**src/rtl/tx_ring_pkg.sv**
```systemverilog
package tx_ring_pkg;
  localparam logic [15:0] RA_CTRL    = 16'h0400;
  localparam logic [15:0] RA_BASE_LO = 16'h3800;
  localparam logic [15:0] RA_BASE_HI = 16'h3804;
  localparam logic [15:0] RA_LEN     = 16'h3808;
  localparam logic [15:0] RA_HEAD    = 16'h3810;
  localparam logic [15:0] RA_TAIL    = 16'h3818;

  localparam int CTRL_EN_BIT = 1;
  localparam int CMD_EOP     = 0;
  localparam int CMD_FCS     = 1;
  localparam int CMD_RS      = 3;
  localparam int DESC_SHIFT  = 4;   // 16-byte descriptors

  typedef enum logic [2:0] {
    ST_IDLE, ST_DREQ, ST_DWAIT, ST_BREQ, ST_BWAIT, ST_BOUT, ST_WB, ST_ADV
  } eng_state_e;
endpackage

```
**src/rtl/tx_ring_regs.sv**
```systemverilog
module tx_ring_regs
  import tx_ring_pkg::*;
#(
  parameter int IDX_W = 12
) (
  input  logic              clk_i,
  input  logic              rst_ni,
  input  logic              reg_we_i,
  input  logic [15:0]       reg_addr_i,
  input  logic [31:0]       reg_wdata_i,
  output logic [31:0]       reg_rdata_o,
  input  logic              head_adv_i,
  output logic              en_o,
  output logic [63:0]       base_o,
  output logic [IDX_W-1:0]  count_o,
  output logic [IDX_W-1:0]  head_o,
  output logic [IDX_W-1:0]  tail_o
);
  localparam int LEN_W = IDX_W + DESC_SHIFT;

  logic             en_q;
  logic [31:0]      base_lo_q, base_hi_q;
  logic [LEN_W-1:0] len_q;
  logic [IDX_W-1:0] head_q, tail_q;
  logic [IDX_W-1:0] head_nxt;

  assign count_o  = len_q[LEN_W-1:DESC_SHIFT];
  assign head_nxt = (head_q == count_o - IDX_W'(1)) ? '0 : head_q + IDX_W'(1);

  always_ff @(posedge clk_i or negedge rst_ni) begin
    if (!rst_ni) begin
      en_q      <= 1'b0;
      base_lo_q <= '0;
      base_hi_q <= '0;
      len_q     <= '0;
      head_q    <= '0;
      tail_q    <= '0;
    end else begin
      if (head_adv_i) head_q <= head_nxt;
      if (reg_we_i) begin
        case (reg_addr_i)
          RA_CTRL:    en_q      <= reg_wdata_i[CTRL_EN_BIT];
          RA_BASE_LO: base_lo_q <= reg_wdata_i;
          RA_BASE_HI: base_hi_q <= reg_wdata_i;
          RA_LEN:     len_q     <= reg_wdata_i[LEN_W-1:0];
          RA_HEAD:    head_q    <= reg_wdata_i[IDX_W-1:0];
          RA_TAIL:    tail_q    <= reg_wdata_i[IDX_W-1:0];
          default: ;
        endcase
      end
    end
  end

  always_comb begin
    reg_rdata_o = '0;
    case (reg_addr_i)
      RA_CTRL:    reg_rdata_o[CTRL_EN_BIT] = en_q;
      RA_BASE_LO: reg_rdata_o = base_lo_q;
      RA_BASE_HI: reg_rdata_o = base_hi_q;
      RA_LEN:     reg_rdata_o = 32'(len_q);
      RA_HEAD:    reg_rdata_o = 32'(head_q);
      RA_TAIL:    reg_rdata_o = 32'(tail_q);
      default: ;
    endcase
  end

  logic unused_wdata;
  assign unused_wdata = ^reg_wdata_i;

  assign en_o   = en_q;
  assign base_o = {base_hi_q, base_lo_q};
  assign head_o = head_q;
  assign tail_o = tail_q;
endmodule

```
**src/rtl/tx_ring_fetch.sv**
```systemverilog
module tx_ring_fetch
  import tx_ring_pkg::*;
#(
  parameter int IDX_W = 12
) (
  input  logic              clk_i,
  input  logic              rst_ni,
  input  logic              en_i,
  input  logic [63:0]       base_i,
  input  logic [IDX_W-1:0]  count_i,
  input  logic [IDX_W-1:0]  head_i,
  input  logic [IDX_W-1:0]  tail_i,
  output logic              head_adv_o,
  output logic              mem_req_o,
  output logic              mem_we_o,
  output logic [63:0]       mem_addr_o,
  output logic [31:0]       mem_wdata_o,
  output logic [3:0]        mem_wstrb_o,
  input  logic              mem_gnt_i,
  input  logic              mem_rvalid_i,
  input  logic [31:0]       mem_rdata_i,
  input  logic              out_busy_i,
  output logic              ld_o,
  output logic [31:0]       ld_word_o,
  output logic [1:0]        ld_lane_o,
  output logic [2:0]        ld_cnt_o,
  output logic              ld_last_o,
  output logic              ld_fcs_o
);
  eng_state_e       state_q;
  logic [63:0]      desc_addr_q;
  logic [1:0]       wi_q;
  logic [3:0][31:0] dw_q;
  logic [63:0]      cur_q;
  logic [15:0]      rem_q;

  logic [2:0] chunk, nb;
  logic       cmd_eop, cmd_fcs, cmd_rs, start;

  assign cmd_eop = dw_q[2][24+CMD_EOP];
  assign cmd_fcs = dw_q[2][24+CMD_FCS];
  assign cmd_rs  = dw_q[2][24+CMD_RS];
  assign chunk   = 3'd4 - {1'b0, cur_q[1:0]};
  assign nb      = (rem_q < {13'd0, chunk}) ? rem_q[2:0] : chunk;
  assign start   = en_i && (count_i != '0) && (head_i != tail_i);

  always_ff @(posedge clk_i or negedge rst_ni) begin
    if (!rst_ni) begin
      state_q     <= ST_IDLE;
      desc_addr_q <= '0;
      wi_q        <= '0;
      dw_q        <= '0;
      cur_q       <= '0;
      rem_q       <= '0;
    end else begin
      case (state_q)
        ST_IDLE: if (start) begin
          desc_addr_q <= base_i + {{(64-IDX_W-DESC_SHIFT){1'b0}}, head_i, 4'b0000};
          wi_q        <= '0;
          state_q     <= ST_DREQ;
        end
        ST_DREQ: if (mem_gnt_i) state_q <= ST_DWAIT;
        ST_DWAIT: if (mem_rvalid_i) begin
          dw_q[wi_q] <= mem_rdata_i;
          if (wi_q == 2'd3) begin
            cur_q <= {dw_q[1], dw_q[0]};
            rem_q <= dw_q[2][15:0];
            if (dw_q[2][15:0] != '0) state_q <= ST_BREQ;
            else if (cmd_rs)         state_q <= ST_WB;
            else                     state_q <= ST_ADV;
          end else begin
            wi_q    <= wi_q + 2'd1;
            state_q <= ST_DREQ;
          end
        end
        ST_BREQ: if (mem_gnt_i) state_q <= ST_BWAIT;
        ST_BWAIT: if (mem_rvalid_i) begin
          cur_q   <= cur_q + 64'(nb);
          rem_q   <= rem_q - 16'(nb);
          state_q <= ST_BOUT;
        end
        ST_BOUT: if (!out_busy_i) begin
          if (rem_q != '0) state_q <= ST_BREQ;
          else if (cmd_rs) state_q <= ST_WB;
          else             state_q <= ST_ADV;
        end
        ST_WB:  if (mem_gnt_i) state_q <= ST_ADV;
        ST_ADV: state_q <= ST_IDLE;
        default: state_q <= ST_IDLE;
      endcase
    end
  end

  always_comb begin
    mem_req_o   = 1'b0;
    mem_we_o    = 1'b0;
    mem_addr_o  = desc_addr_q + {60'd0, wi_q, 2'b00};
    mem_wdata_o = {dw_q[3][31:1], 1'b1};
    mem_wstrb_o = 4'b0001;
    case (state_q)
      ST_DREQ: mem_req_o = 1'b1;
      ST_BREQ: begin
        mem_req_o  = 1'b1;
        mem_addr_o = {cur_q[63:2], 2'b00};
      end
      ST_WB: begin
        mem_req_o  = 1'b1;
        mem_we_o   = 1'b1;
        mem_addr_o = desc_addr_q + 64'd12;
      end
      default: ;
    endcase
  end

  assign head_adv_o = (state_q == ST_ADV);
  assign ld_o       = (state_q == ST_BWAIT) && mem_rvalid_i;
  assign ld_word_o  = mem_rdata_i;
  assign ld_lane_o  = cur_q[1:0];
  assign ld_cnt_o   = nb;
  assign ld_last_o  = cmd_eop && (rem_q == {13'd0, nb});
  assign ld_fcs_o   = cmd_fcs;
endmodule

```
**src/rtl/tx_ring_byteout.sv**
```systemverilog
module tx_ring_byteout (
  input  logic        clk_i,
  input  logic        rst_ni,
  input  logic        ld_i,
  input  logic [31:0] ld_word_i,
  input  logic [1:0]  ld_lane_i,
  input  logic [2:0]  ld_cnt_i,
  input  logic        ld_last_i,
  input  logic        ld_fcs_i,
  output logic        busy_o,
  output logic        tx_valid_o,
  input  logic        tx_ready_i,
  output logic [7:0]  tx_data_o,
  output logic        tx_last_o,
  output logic        tx_fcs_o
);
  logic [31:0] word_q;
  logic [1:0]  idx_q;
  logic [2:0]  rem_q;
  logic        last_q, fcs_q;

  always_ff @(posedge clk_i or negedge rst_ni) begin
    if (!rst_ni) begin
      word_q <= '0;
      idx_q  <= '0;
      rem_q  <= '0;
      last_q <= 1'b0;
      fcs_q  <= 1'b0;
    end else if (ld_i) begin
      word_q <= ld_word_i;
      idx_q  <= ld_lane_i;
      rem_q  <= ld_cnt_i;
      last_q <= ld_last_i;
      fcs_q  <= ld_fcs_i;
    end else if (tx_valid_o && tx_ready_i) begin
      idx_q <= idx_q + 2'd1;
      rem_q <= rem_q - 3'd1;
    end
  end

  assign tx_valid_o = (rem_q != '0);
  assign busy_o     = tx_valid_o;
  assign tx_data_o  = word_q[{idx_q, 3'b000} +: 8];
  assign tx_last_o  = last_q && (rem_q == 3'd1);
  assign tx_fcs_o   = fcs_q;
endmodule

```
**src/rtl/tx_ring_engine.sv**
```systemverilog
module tx_ring_engine
  import tx_ring_pkg::*;
#(
  parameter int IDX_W = 12
) (
  input  logic        clk_i,
  input  logic        rst_ni,
  input  logic        reg_we_i,
  input  logic [15:0] reg_addr_i,
  input  logic [31:0] reg_wdata_i,
  output logic [31:0] reg_rdata_o,
  output logic        mem_req_o,
  output logic        mem_we_o,
  output logic [63:0] mem_addr_o,
  output logic [31:0] mem_wdata_o,
  output logic [3:0]  mem_wstrb_o,
  input  logic        mem_gnt_i,
  input  logic        mem_rvalid_i,
  input  logic [31:0] mem_rdata_i,
  output logic        tx_valid_o,
  input  logic        tx_ready_i,
  output logic [7:0]  tx_data_o,
  output logic        tx_last_o,
  output logic        tx_fcs_o
);
  logic             en_w, head_adv_w, busy_w;
  logic [63:0]      base_w;
  logic [IDX_W-1:0] count_w, head_w, tail_w;
  logic             ld_w, ld_last_w, ld_fcs_w;
  logic [31:0]      ld_word_w;
  logic [1:0]       ld_lane_w;
  logic [2:0]       ld_cnt_w;

  tx_ring_regs #(.IDX_W(IDX_W)) u_regs (
    .clk_i, .rst_ni, .reg_we_i, .reg_addr_i, .reg_wdata_i, .reg_rdata_o,
    .head_adv_i(head_adv_w), .en_o(en_w), .base_o(base_w),
    .count_o(count_w), .head_o(head_w), .tail_o(tail_w)
  );

  tx_ring_fetch #(.IDX_W(IDX_W)) u_fetch (
    .clk_i, .rst_ni, .en_i(en_w), .base_i(base_w), .count_i(count_w),
    .head_i(head_w), .tail_i(tail_w), .head_adv_o(head_adv_w),
    .mem_req_o, .mem_we_o, .mem_addr_o, .mem_wdata_o, .mem_wstrb_o,
    .mem_gnt_i, .mem_rvalid_i, .mem_rdata_i, .out_busy_i(busy_w),
    .ld_o(ld_w), .ld_word_o(ld_word_w), .ld_lane_o(ld_lane_w),
    .ld_cnt_o(ld_cnt_w), .ld_last_o(ld_last_w), .ld_fcs_o(ld_fcs_w)
  );

  tx_ring_byteout u_out (
    .clk_i, .rst_ni, .ld_i(ld_w), .ld_word_i(ld_word_w), .ld_lane_i(ld_lane_w),
    .ld_cnt_i(ld_cnt_w), .ld_last_i(ld_last_w), .ld_fcs_i(ld_fcs_w),
    .busy_o(busy_w), .tx_valid_o, .tx_ready_i, .tx_data_o, .tx_last_o, .tx_fcs_o
  );
endmodule

```
**config.mk**
```make
export PLATFORM = sky130hd
export DESIGN_NAME = tx_ring_engine
export DESIGN_NICKNAME = d
export VERILOG_FILES = /design/src/rtl/tx_ring_pkg.sv /design/src/rtl/tx_ring_regs.sv /design/src/rtl/tx_ring_fetch.sv /design/src/rtl/tx_ring_byteout.sv /design/src/rtl/tx_ring_engine.sv
export SDC_FILE = /design/constraint.sdc
export NUM_CORES = 1
export LEC_CHECK = 0
export BUFFER_PORTS_ARGS = -buffer_cell sky130_fd_sc_hd__clkbuf_2
export CORE_UTILIZATION = 45
export DETAILED_ROUTE_END_ITERATION = 6
export PLACE_DENSITY = 0.67
export SKIP_LAST_GASP = 1
export SLEW_MARGIN = 25
export SYNTH_ARGS = -nofsm -noshare
export SYNTH_HDL_FRONTEND = slang
export SYNTH_SLANG_ARGS = --single-unit
export TNS_END_PERCENT = 10
```
**constraint.sdc**
```tcl
create_clock -name clk_i -period 5.2 [get_ports clk_i]
set_input_delay 0.26 -clock clk_i [delete_from_list [all_inputs] [get_ports clk_i]]
set_output_delay 0.26 -clock clk_i [all_outputs]
set_load 0.005 [all_outputs]
```
==> impl_results.md, run 1 <==
- Status: complete, but fails checks
- Failing checks: design-rule violations
- WP data required: 4.94 ns
- Final design utilization: 0.5273
- Post-synth EDFFs: 0
- Critical path class: flip-flop to output port
- H-tree depth: 2
- Peak VDD IR: 0.2684 mV
- Distinct cells, synth: 90
- Number of synthesized register bits: 407
- Warnings from Yosys: 0
- Vias: 20,897
- Via-per-instance ratio: 6.071
- Routed wire length: 77,930 um
- CP most frequent cell: nand2_1
- Mapped cell area: 23,540 sq um
- Sink Count: 407
- RSZ-0062 raised after global routing: no
- GRT Util Overall: 0.2909
- Static leakage: 12.52 nW
- Layout area overhead: 15.41%
- DP Worst Slack: 0.4892 ns
- Top cells by area, synth: dfrtp_1, mux2_2, nand2_1
- Synth Area in Compound Gates: 0.1396
- Die H: 230.7 um
- Worst skew pair latency: 0.59 ns
- First-pass GRT wire length: 119,800 um
- I/O Pins: 231
- Hold Violations, Final: 0
- Worst Hold Launch: mem_rdata_i[13]
- Cells after synthesis: 2,569
- Hold crit path type: input pin to flip-flop
- Antenna-violating nets left: 0
- Setup TNS: 0 ns
- Worst-Margin Slew: 1.016 ns
- Port Buf Inserts: 225
- Cell taking the most area after synthesis: dfrtp_1
- Row Count: 83
- Post CTS Setup Buffer Count: 0
- Placer Congestion: 0.9456
- Nets: 2,842
- GRT overflow: 0
- Critical path, cell by cell: nand2_1 -> o21ai_0 -> ha_1 -> a21o_1 -> nand4_1 -> nor3_1 -> nand2_1 -> nor4_1 -> xnor2_1 -> a21oi_1 -> clkbuf_2
- Reg-to-reg startpoint: u_fetch.cur_q[1]
- Yosys top cell area share: 0.4327
- Critical Path Fanout Max: 18
- Final Cycle Share: 0.8963
- Post-Synth Adder-Cell Area: 0.01765
- Initial antenna violation count: 1
- Worst Skew: 0.01770 ns
- Number of global-route vias before repair: 19,853
- Die width: 230.7 um
- Placed wire-length estimate: 54,940 um
- Synth Area in XOR/XNOR: 0.04875
- Placeable Area: 51,510 sq um
- Arr. time, crit path: 4.40 ns
- CP max stage cell: nor3_1
- Setup-failing EPs final: 0
- Root buffer cell: clkbuf_16
- Worst-path clk slew: 0.06 ns
- DIE AREA: 53,220 sq um
- Max-Cap Viols: 0
- PnR worst setup slack: 0.5391 ns
- Share of layout cells above drive strength 1: 0.2038
- Routed len/inst: 22.64 um
- Worst Setup SP: u_fetch.state_q[2]
- # diodes: 0
- Largest net degree at the start of global routing: 154
- Clock buffer depth: 3
- Initial core utilization: 0.4569
- 1st-pass router iterations: 7
- Max Freq: 214.6 MHz
- Iteration-0 DRC Markers: 1,952
- Ys flop type: dfrtp_1
- DR DRC count: 24
- Multiplexer area fraction after synthesis: 0.09633
- Critical path startpoint category: flip-flop
- Mapped Avg Cell Area: 9.161 sq um
- PwrDens: 373.3 nW/um^2
- CP peak stage delay: 0.68 ns
- Max-slew headroom: 0.3230
- Post-synth ARST share: 1.000
- Total power: 0.01014 W
- Final instance area: 27,160 sq um
- Sequential area share after synthesis: 0.4327
- Synth Area in Simple Gates: 0.2177
- CTS tree: done
- CP Capture Type: output port
- Max-slew violations: 0
- Combinational family with the most area after synthesis: simple AND/OR/NAND/NOR gates
- Num CTS Buffers: 47
- Placed Area: 24,950 sq um
- Clock period minus worst slack: 4.661 ns
critical path, delay by kind of cell (launching register included):
family,cells,cell delay [ns]
buf+inv,1,0.13
simple gates,5,1.93
flops,1,0.67
compound gates,3,0.71
xor+xnor,1,0.14
fa+ha+maj,1,0.23
logic make-up (layout without fill, tap and decap cells):
| group | Yosys count | count (layout) |
|---|---|---|
| compound gates | 486 | 486 |
| xor+xnor | 131 | 131 |
| fa+ha+maj | 32 | 32 |
| buf+inv | 254 | 444 |
| flops | 407 | 407 |
| mux | 194 | 194 |
| other cells | 2 | 5 |
| simple gates | 1063 | 1063 |
per-stage QoR:
| step | instances | hold WS (ns) |
|---|---|---|
| 5_1_grt | 3442 | 0.03498 |
| 2_1_floorplan | 2572 | -0.03559 |
| 3_5_place_dp | 3304 | 0.4101 |
| 6_report | 3442 | 0.02020 |
| 3_3_place_gp | 3304 | 0.4051 |
| 4_1_cts | 3442 | 0.006122 |
cells in the final DEF, fill, tap and decap left out, types with 13 or more instances in the layout:
cell,instances
nand2_1,411
dfrtp_1,407
clkbuf_2,224
nor2_1,184
mux2_2,180
nand3_1,109
o21ai_0,101
a21oi_1,101
xor2_1,69
nand4_1,64
xnor2_1,62
nor3_1,51
and3_1,51
a31oi_1,51
dlygate4sd3_1,51
clkbuf_16,48
inv_1,46
nor4_1,40
ha_1,30
buf_4,30
or3_1,29
or4_1,21
a22oi_1,20
o211ai_1,19
a22o_1,17
and2_1,17
o31ai_1,17
and4_1,16
a222oi_1,15
clkbuf_8,14
a211oi_1,13
o22ai_1,13
synthesized netlist by cell type, types with 10 or more instances:
library cell    n
buf_1          22
a21oi_1       102
o22ai_1        13
nand2_1       415
dfrtp_1       407
or4_1          21
o21ai_0       101
a31oi_1        51
o21a_1         12
or3_1          29
a22oi_1        20
o211ai_1       19
clkbuf_1      139
inv_1          46
nand4_1        64
a211oi_1       13
a311oi_1       13
nor3_1         51
and4_1         17
xor2_1         69
ha_1           30
nor2_1        188
a22o_1         17
nand3_1       109
o21ai_1        10
xnor2_1        62
nor4_1         40
o31ai_1        17
a222oi_1       15
and3_1         51
nand2b_1       11
buf_4          38
and2_1         18
mux2_2        180
timing repair:
action,4_1_cts,5_1_grt
hold endpoints to repair,237,0
hold buffers,51,0
resized for setup,0,0
state kept, by name, summed over array words and instances, names as in the netlist:
signal	count
u_fetch.dw_q	80
u_fetch.cur_q	64
u_fetch.desc_addr_q	64
u_out.word_q	32
u_regs.base_hi_q	32
u_regs.base_lo_q	32
u_fetch.mem_wdata_o	31
u_fetch.rem_q	16
u_regs.len_q	16
u_regs.head_o	12
u_regs.tail_o	12
u_fetch.state_q	3
u_out.rem_q	3
u_fetch.wi_q	2
u_out.idx_q	2
u_fetch.cmd_eop	1
u_fetch.cmd_rs	1
u_fetch.ld_fcs_o	1
u_out.last_q	1
u_out.tx_fcs_o	1
u_regs.en_o	1
path summary, 6_finish.rpt:
kind	end	slack (ns)	depth (start not counted)
setup / recovery	mem_addr_o[63]	0.54	11
hold / removal	u_out.word_q[13]	0.02	3
setup reg to reg	u_fetch.cur_q[34]	0.62	14
hold reg to reg	u_out.word_q[26]	0.47	2
max in group asynchronous	u_fetch.desc_addr_q[42]	3.41	3
min in group asynchronous	u_fetch.rem_q[10]	0.35	2
power breakdown:
group          leakage, nW  switching [W]  total, W  internal, W
Combinational         6.23        0.00136   0.00235     0.000988
Clock                0.822        0.00142   0.00361      0.00219
Sequential            5.46       0.000595   0.00418      0.00359
Total                 12.5        0.00337    0.0101      0.00677
cell type report:
class | count | area (sq um)
clock buffers | 70 | 1424
inverters | 47 | 176.4
fillers | 4752 | 24350
multi-input cells | 1911 | 12310
repair buffers | 310 | 1952
clock inverters | 17 | 261.5
flip-flops and latches | 407 | 10180
well taps | 680 | 850.8
layer usage:
metal / wire length (um) / GRT usage
met1: 33960 / 0.4106
met2: 35320 / 0.4529
met3: 5814 / 0.04200
met4: 2837 / 0.1082
met5: 0 / 0
No activity file was read; power rests on OpenSTA's default activity.
==> run 2: changes to the inputs <==
--- a/config.mk
+++ b/config.mk
@@ -6,7 +6,9 @@
 export NUM_CORES = 1
 export LEC_CHECK = 0
 export BUFFER_PORTS_ARGS = -buffer_cell sky130_fd_sc_hd__clkbuf_2
+export CORE_MARGIN = 2
 export CORE_UTILIZATION = 45
+export CTS_BUF_LIST = sky130_fd_sc_hd__clkbuf_4
 export DETAILED_ROUTE_END_ITERATION = 6
 export PLACE_DENSITY = 0.67
 export SKIP_LAST_GASP = 1
==> impl_results.md, run 2 (synthesis results as in run 1) <==
- CTS tree: done
- WP data required: 4.94 ns (about the same)
- Arr. time, crit path: 4.68 ns (+0.28 ns)
- Final Cycle Share: 0.9491 (+0.05273)
- Layout area overhead: 15.29%
- Clock power share: 0.311 (-0.045)
- Worst Hold Launch: reg_wdata_i[24]
- Placed wire-length estimate: 55,560 um (+1.1%)
- Worst-Margin Slew: 0.9874 ns (-0.02809 ns)
- Max-Cap Viols: 0 (unchanged)
- PwrDens: 349.7 nW/um^2 (-6.3%)
- Iteration-0 DRC Markers: 2,014 (+3.2%)
- Max Freq: 202.6 MHz (-5.6%)
- Die width: 232.7 um (+0.87%)
- Max-slew violations: 0 (unchanged)
- Setup TNS: 0 ns (unchanged)
- P_int: 0.006102 W (-9.8%)
- Critical Path Fanout Max: 18 (unchanged)
- Worst Skew: 0.06262 ns (+0.04492 ns)
- Hold Crit Depth: 3 (unchanged)
- I/O Pins: 231 (unchanged)
- 1st-pass router iterations: 7 (unchanged)
- Reg with most FFs: u_fetch.dw_q
- Num CTS Buffers: 113 (+140%)
- Largest net degree at the start of global routing: 126 (-18%)
- DP Worst Slack: 0.5370 ns (+0.04787 ns)
- Largest register FFs: 80 (unchanged)
- RSZ-0062 raised after global routing: yes
- Routed len/inst: 22.26 um (-1.7%)
- PnR worst setup slack: 0.2649 ns (-0.2742 ns)
- Logic pwr share: 0.250 (+0.019)
- Clock period minus worst slack: 4.935 ns (+0.2742 ns)
- Critical path startpoint category: flip-flop
- DR DRC count: 0 (-100%)
- Initial antenna violation count: 2 (+1)
- Static leakage: 12.64 nW (+0.96%)
- Nets: 2,932 (+3.2%)
- Initial core utilization: 0.4569 (unchanged)
- Antenna-violating nets left: 0 (unchanged)
- Reg-to-reg startpoint: u_fetch.cur_q[1]
- Critical path class: flip-flop to output port
- Placer Congestion: 0.9156 (-3.2%)
- First-pass GRT wire length: 122,300 um (+2.1%)
- Reg2reg setup slack: 0.49 ns (-0.13 ns)
- GRT overflow: 0 (unchanged)
- Setup-failing EPs final: 0 (unchanged)
- Sink Count: 407 (unchanged)
- Regs by FF count: u_fetch.dw_q: 80 flops, u_fetch.cur_q: 64 flops, u_fetch.desc_addr_q: 64 flops
- Commonest cells after routing, fill and taps aside: nand2_1, dfrtp_1, clkbuf_2
- Clock buffer depth: 3 (unchanged)
- Total power: 0.009487 W (-6.4%)
- Worst skew pair latency: 0.91 ns (+0.32 ns)
- Psw: 0.003386 W (+0.44%)
- Row Count: 83 (unchanged)
- Final design utilization: 0.5268 (-0.0005590)
- Vias: 21,427 (+2.5%)
- Worst-path clk slew: 0.07 ns (about the same)
- Placeable Area: 51,510 sq um (unchanged)
- Sink of the worst hold path: u_regs.base_hi_q[24]
- Final hold slack: 0.1563 ns (+0.1361 ns)
- Routed wire length: 79,610 um (+2.2%)
- Status: finished, final reports clean
- H-tree depth: 3 (+1)
- Die H: 232.7 um (+0.87%)
- Hold crit path type: input pin to flip-flop
- DIE AREA: 54,140 sq um (+1.7%)
- Worst Reg-to-Reg Cells: 14 (unchanged)
- Sw Ratio: 0.3568 (+0.02438)
- Port Buf Inserts: 225 (unchanged)
- Max-slew headroom: 0.3401 (+0.01713)
- Crit Reg-Reg Endpoint: u_fetch.cur_q[34]
- Most common cell after layout, fill and taps aside: nand2_1
- Peak VDD IR: 0.2010 mV (-25%)
- CP Capture Type: output port
- Number of global-route vias before repair: 20,680 (+4.2%)
- GRT Util Overall: 0.2927 (+0.001805)
- Via-per-instance ratio: 5.990 (-1.3%)
- Root buffer cell: clkbuf_4
- Sequential Power Share: 0.439 (+0.027)
- Post CTS Setup Buffer Count: 0 (unchanged)
- Share of layout cells above drive strength 1: 0.2257 (+0.02188)
- Hold Violations, Final: 0 (unchanged)
## run 2: cell count changes in the layout (fill, tap and decap cells not counted), moves of 2 or more
cell,before,now
clkbuf_4,0,155
clkinvlp_4,3,0
clkbuf_1,8,0
clkbuf_16,48,0
clkinv_1,1,28
dlygate4sd3_1,51,73
clkbuf_8,14,0
buf_4,30,32
diode_2,0,4
bufinv_16,6,3
## run 2: worst max-delay path by stage
| stage | from | end | slack (ns) | cells after the start |
|---|---|---|---|---|
| floorplan | u_fetch.cur_q[1] | u_fetch.cur_q[22] | 1.17 | 17 |
| global placement | u_fetch.cur_q[1] | u_fetch.cur_q[14] | 0.41 | 14 |
| detailed placement | u_fetch.cur_q[1] | u_fetch.cur_q[34] | 0.54 | 14 |
| CTS | u_fetch.state_q[2] | mem_addr_o[38] | 0.28 | 11 |
| global route | u_fetch.state_q[2] | mem_addr_o[41] | -0.12 | 11 |
| finish | u_fetch.state_q[2] | mem_addr_o[38] | 0.26 | 10 |
## run 2: worst max-delay path, cell delays in order (launching register included)
cell      delay, ns
dfrtp_1        0.67
nand2_1        0.27
o21ai_0        0.38
fa_1           0.33
nand4_1        0.27
nor3_1         0.67
and3_1         0.38
nand3_1        0.12
xor2_1         0.16
a21oi_1        0.33
clkbuf_2       0.18
## run 2: per-stage QoR
step,cells,area [sq um]
floorplan,2572,23550
global placement,3305,24950
detailed placement,3305,24950
CTS,3571,27080
global route,3577,27130
finish,3577,27130
## run 2: timing repair
action                                 CTS  global route
setup endpoints to repair                0            11
resized for setup                        0             1
hold buffers                            72             1
endpoints found under the hold margin  378            59
## run 2: power by group through the flow
| stage | clock network [W] | registers (W) | logic [W] |
|---|---|---|---|
| after floorplan | 0 | 0.00386 | 0.00162 |
| after global placement | 0 | 0.00418 | 0.00226 |
| after detailed placement | 0 | 0.00419 | 0.00231 |
| after CTS | 0.00303 | 0.00414 | 0.00236 |
| after global routing | 0.00320 | 0.00421 | 0.00261 |
| final | 0.00295 | 0.00416 | 0.00237 |
## run 2: final cells by class
type                    count  area (sq um)
clock inverters            39         242.7
multi-input cells        1911         12310
clock buffers             155          1164
fillers                  4802         24380
inverters                  47         176.4
flip-flops and latches    407         10180
well taps                 680         850.8
repair buffers            334          2195
diodes                      4         10.01
## run 2: layer usage
| metal | global-route usage | wire length (um) |
|---|---|---|
| met5 | 0 | 0 |
| met4 | 0.1109 | 2841 |
| met3 | 0.05429 | 5836 |
| met2 | 0.4597 | 36580 |
| met1 | 0.4021 | 34350 |
==> run 3: changes to the inputs <==
--- a/config.mk
+++ b/config.mk
@@ -6,11 +6,12 @@
 export NUM_CORES = 1
 export LEC_CHECK = 0
 export BUFFER_PORTS_ARGS = -buffer_cell sky130_fd_sc_hd__clkbuf_2
-export CORE_MARGIN = 2
+export CORE_MARGIN = 4
 export CORE_UTILIZATION = 45
 export CTS_BUF_LIST = sky130_fd_sc_hd__clkbuf_4
 export DETAILED_ROUTE_END_ITERATION = 6
-export PLACE_DENSITY = 0.67
+export GPL_TIMING_DRIVEN = 0
+export PLACE_DENSITY = 0.7
 export SKIP_LAST_GASP = 1
 export SLEW_MARGIN = 25
 export SYNTH_ARGS = -nofsm -noshare
==> constraint.sdc (replaced) <==
create_clock -name clk_i -period 4.2 [get_ports clk_i]
set_input_delay 0.21 -clock clk_i [delete_from_list [all_inputs] [get_ports clk_i]]
set_output_delay 0.21 -clock clk_i [all_outputs]
set_load 0.005 [all_outputs]
==> impl_results.md, run 3 (synthesis results as in run 1) <==
- Status: finished, final reports clean
- Final instance area: 28,340 sq um (+4.4%)
- 1st-pass router iterations: 7 (unchanged)
- Worst-Margin Slew: 1.152 ns (+0.1643 ns)
- Regs by FF count: u_fetch.dw_q: 80 flops, u_fetch.cur_q: 64 flops, u_fetch.desc_addr_q: 64 flops
- Final design utilization: 0.5501 (+0.02334)
- GRT overflow: 0 (unchanged)
- Sink Count: 407 (unchanged)
- Number of global-route vias before repair: 22,268 (+7.7%)
- Sink of the worst hold path: u_regs.base_lo_q[18]
- Dpl cells: 3,482 (+5.4%)
- Row Count: 83 (unchanged)
- DIE AREA: 56,020 sq um (+3.5%)
- Iteration-0 DRC Markers: 2,119 (+5.2%)
- Static leakage: 13.11 nW (+3.8%)
- Critical path class: flip-flop to flip-flop
- GRT Util Overall: 0.3188 (+0.02607)
- Worst Hold Launch: reg_wdata_i[18]
- Placer Congestion: 0.9579 (+4.6%)
- Layout area overhead: 20.40%
- Setup-failing EPs final: 0 (unchanged)
- Most common cell after layout, fill and taps aside: nand2_1
- Port Buf Inserts: 225 (unchanged)
- Total power: 0.01204 W (+27%)
- Setup TNS: 0 ns (unchanged)
- Reg with most FFs: u_fetch.dw_q
- Critical path startpoint category: flip-flop
- Largest net degree at the start of global routing: 85 (-33%)
- Crit Reg-Reg Endpoint: u_fetch.cur_q[31]
- Routed wire length: 92,250 um (+16%)
- Largest register FFs: 80 (unchanged)
- Root buffer cell: clkbuf_4
- Reg2reg setup slack: 0.07 ns (-0.42 ns)
- Commonest cells after routing, fill and taps aside: nand2_1, dfrtp_1, clkbuf_2
- Clock period minus worst slack: 4.125 ns
- Clock buffer depth: 3 (unchanged)
- Max-slew headroom: 0.2321 (-0.1080)
- Nets: 3,135 (+6.9%)
- Peak VDD IR: 0.2097 mV (+4.3%)
- Worst Skew: 0.05355 ns (-0.009074 ns)
- Num CTS Buffers: 112 (-0.88%)
- Max-slew violations: 0 (unchanged)
- Hold Crit Depth: 3 (unchanged)
- Share of layout cells above drive strength 1: 0.2296 (+0.003833)
- Initial core utilization: 0.4569 (unchanged)
- Antenna-violating nets left: 0 (unchanged)
- I/O Pins: 231 (unchanged)
- Placed Area: 25,680 sq um (+2.9%)
- Arr. time, crit path: 4.90 ns (+0.22 ns)
- Worst skew pair latency: 0.92 ns (about the same)
- Die H: 236.7 um (+1.7%)
- Die width: 236.7 um (+1.7%)
- Initial antenna violation count: 2 (unchanged)
- CTS tree: done
- Worst-path clk slew: 0.07 ns (about the same)
- H-tree depth: 3 (unchanged)
- Via-per-instance ratio: 6.034 (+0.74%)
- DR DRC count: 0 (unchanged)
- Placed wire-length estimate: 67,780 um (+22%)
- WP data required: 4.98 ns (+0.04 ns)
- Max-Cap Viols: 0 (unchanged)
- Reg-to-reg startpoint: u_fetch.cur_q[0]
- Worst Reg-to-Reg Cells: 19 (+5)
- Final Cycle Share: 0.9822
- First-pass GRT wire length: 137,800 um (+13%)
- Fin cells: 3,777 (+5.6%)
- CP Capture Type: flip-flop
- Routed len/inst: 24.42 um (+9.7%)
- RSZ-0062 raised after global routing: yes
- Hold crit path type: input pin to flip-flop
- Placeable Area: 51,510 sq um (unchanged)
- Hold Violations, Final: 0 (unchanged)
- Critical Path Fanout Max: 11 (-7)
- Max Freq: 242.4 MHz
- Vias: 22,792 (+6.4%)
- PwrDens: 425.0 nW/um^2 (+22%)
## run 3: changes by cell type in the layout (fill, tap and decap cells not counted), sizes merged
cell	previous run	this run
buf	37	95
bufinv	3	2
clkbuf	379	506
clkinv	35	37
clkinvlp	0	2
dlygate4sd3	73	86
inv	48	46
nand4	66	67
## run 3: critical path, stage by stage, from the launching register on
cell and delay [ns]:
dfrtp_2 0.47, inv_1 0.16, ha_4 0.20, inv_1 0.07, ha_1 0.20, nor3_2 0.17
nand4_1 0.18, nor3_2 0.32, nand2_1 0.11, o21ai_2 0.12, ha_4 0.20, o21ai_0 0.08
o21ai_0 0.18, mux2i_1 0.16, o31ai_2 0.24, buf_4 0.16, buf_6 0.18, nand2_2 0.18
o311a_1 0.41, a211oi_2 0.21
## run 3: final cells by class
cell class	count	area (sq um)
Clock buffer	150	1126
Fill cell	4717	23170
Inverter	47	176.4
Timing Repair Buffer	338	2318
Sequential cell	407	10190
Multi-Input combinational cell	1912	12510
Clock inverter	40	227.7
Antenna cell	4	10.01
Tap cell	680	850.8
Buffer	199	922.1
## run 3: stage by stage
stage,hold slack [ns],setup slack [ns]
3_3_place_gp,0.4450,-6.212
5_1_grt,0.02951,-0.08642
4_1_cts,0.02621,-0.1124
2_1_floorplan,-0.08559,0.1697
6_report,0.08379,0.07459
3_5_place_dp,0.2669,-1.182
## run 3: where the power goes
part,switching [W],leakage [nW],internal (W)
registers,0.000543,5.46,0.00444
logic,0.00214,6.87,0.00136
clock network,0.00179,0.794,0.00177
total,0.00446,13.1,0.00758
## run 3: routing by layer
| metal | vias to the layer above | global-route usage | part of all wire |
|---|---|---|---|
| met1 | 11161 | 0.4144 | 0.40 |
| met3 | 251 | 0.05497 | 0.077 |
| met4 | 0 | 0.1373 | 0.050 |
| met2 | 1164 | 0.5275 | 0.47 |
| met5 | - | 0 | 0 |
| li1 | 10216 | - | - |
## run 3: repair_timing
action / 4_1_cts / 5_1_grt
hold buffers: 87 / 0
endpoints found under the setup margin: 121 / 83
setup buffers: 13 / 8
endpoints found under the hold margin: 545 / 0
resized for setup: 41 / 20
pin swaps: 6 / 5
gates cloned: 0 / 1
## run 3: how the worst max path moves through the flow
stage	startpoint	end	slack [ns]
after detailed placement	u_fetch.cur_q[1]	u_fetch.cur_q[22]	-1.18
after global placement	rst_ni	u_regs.base_hi_q[17]	-6.21
after global routing	u_fetch.cur_q[0]	u_fetch.cur_q[31]	-0.09
after floorplan	u_fetch.cur_q[1]	u_fetch.cur_q[22]	0.17
after CTS	u_fetch.state_q[1]	mem_addr_o[44]	-0.11
final	u_fetch.cur_q[0]	u_fetch.cur_q[31]	0.07
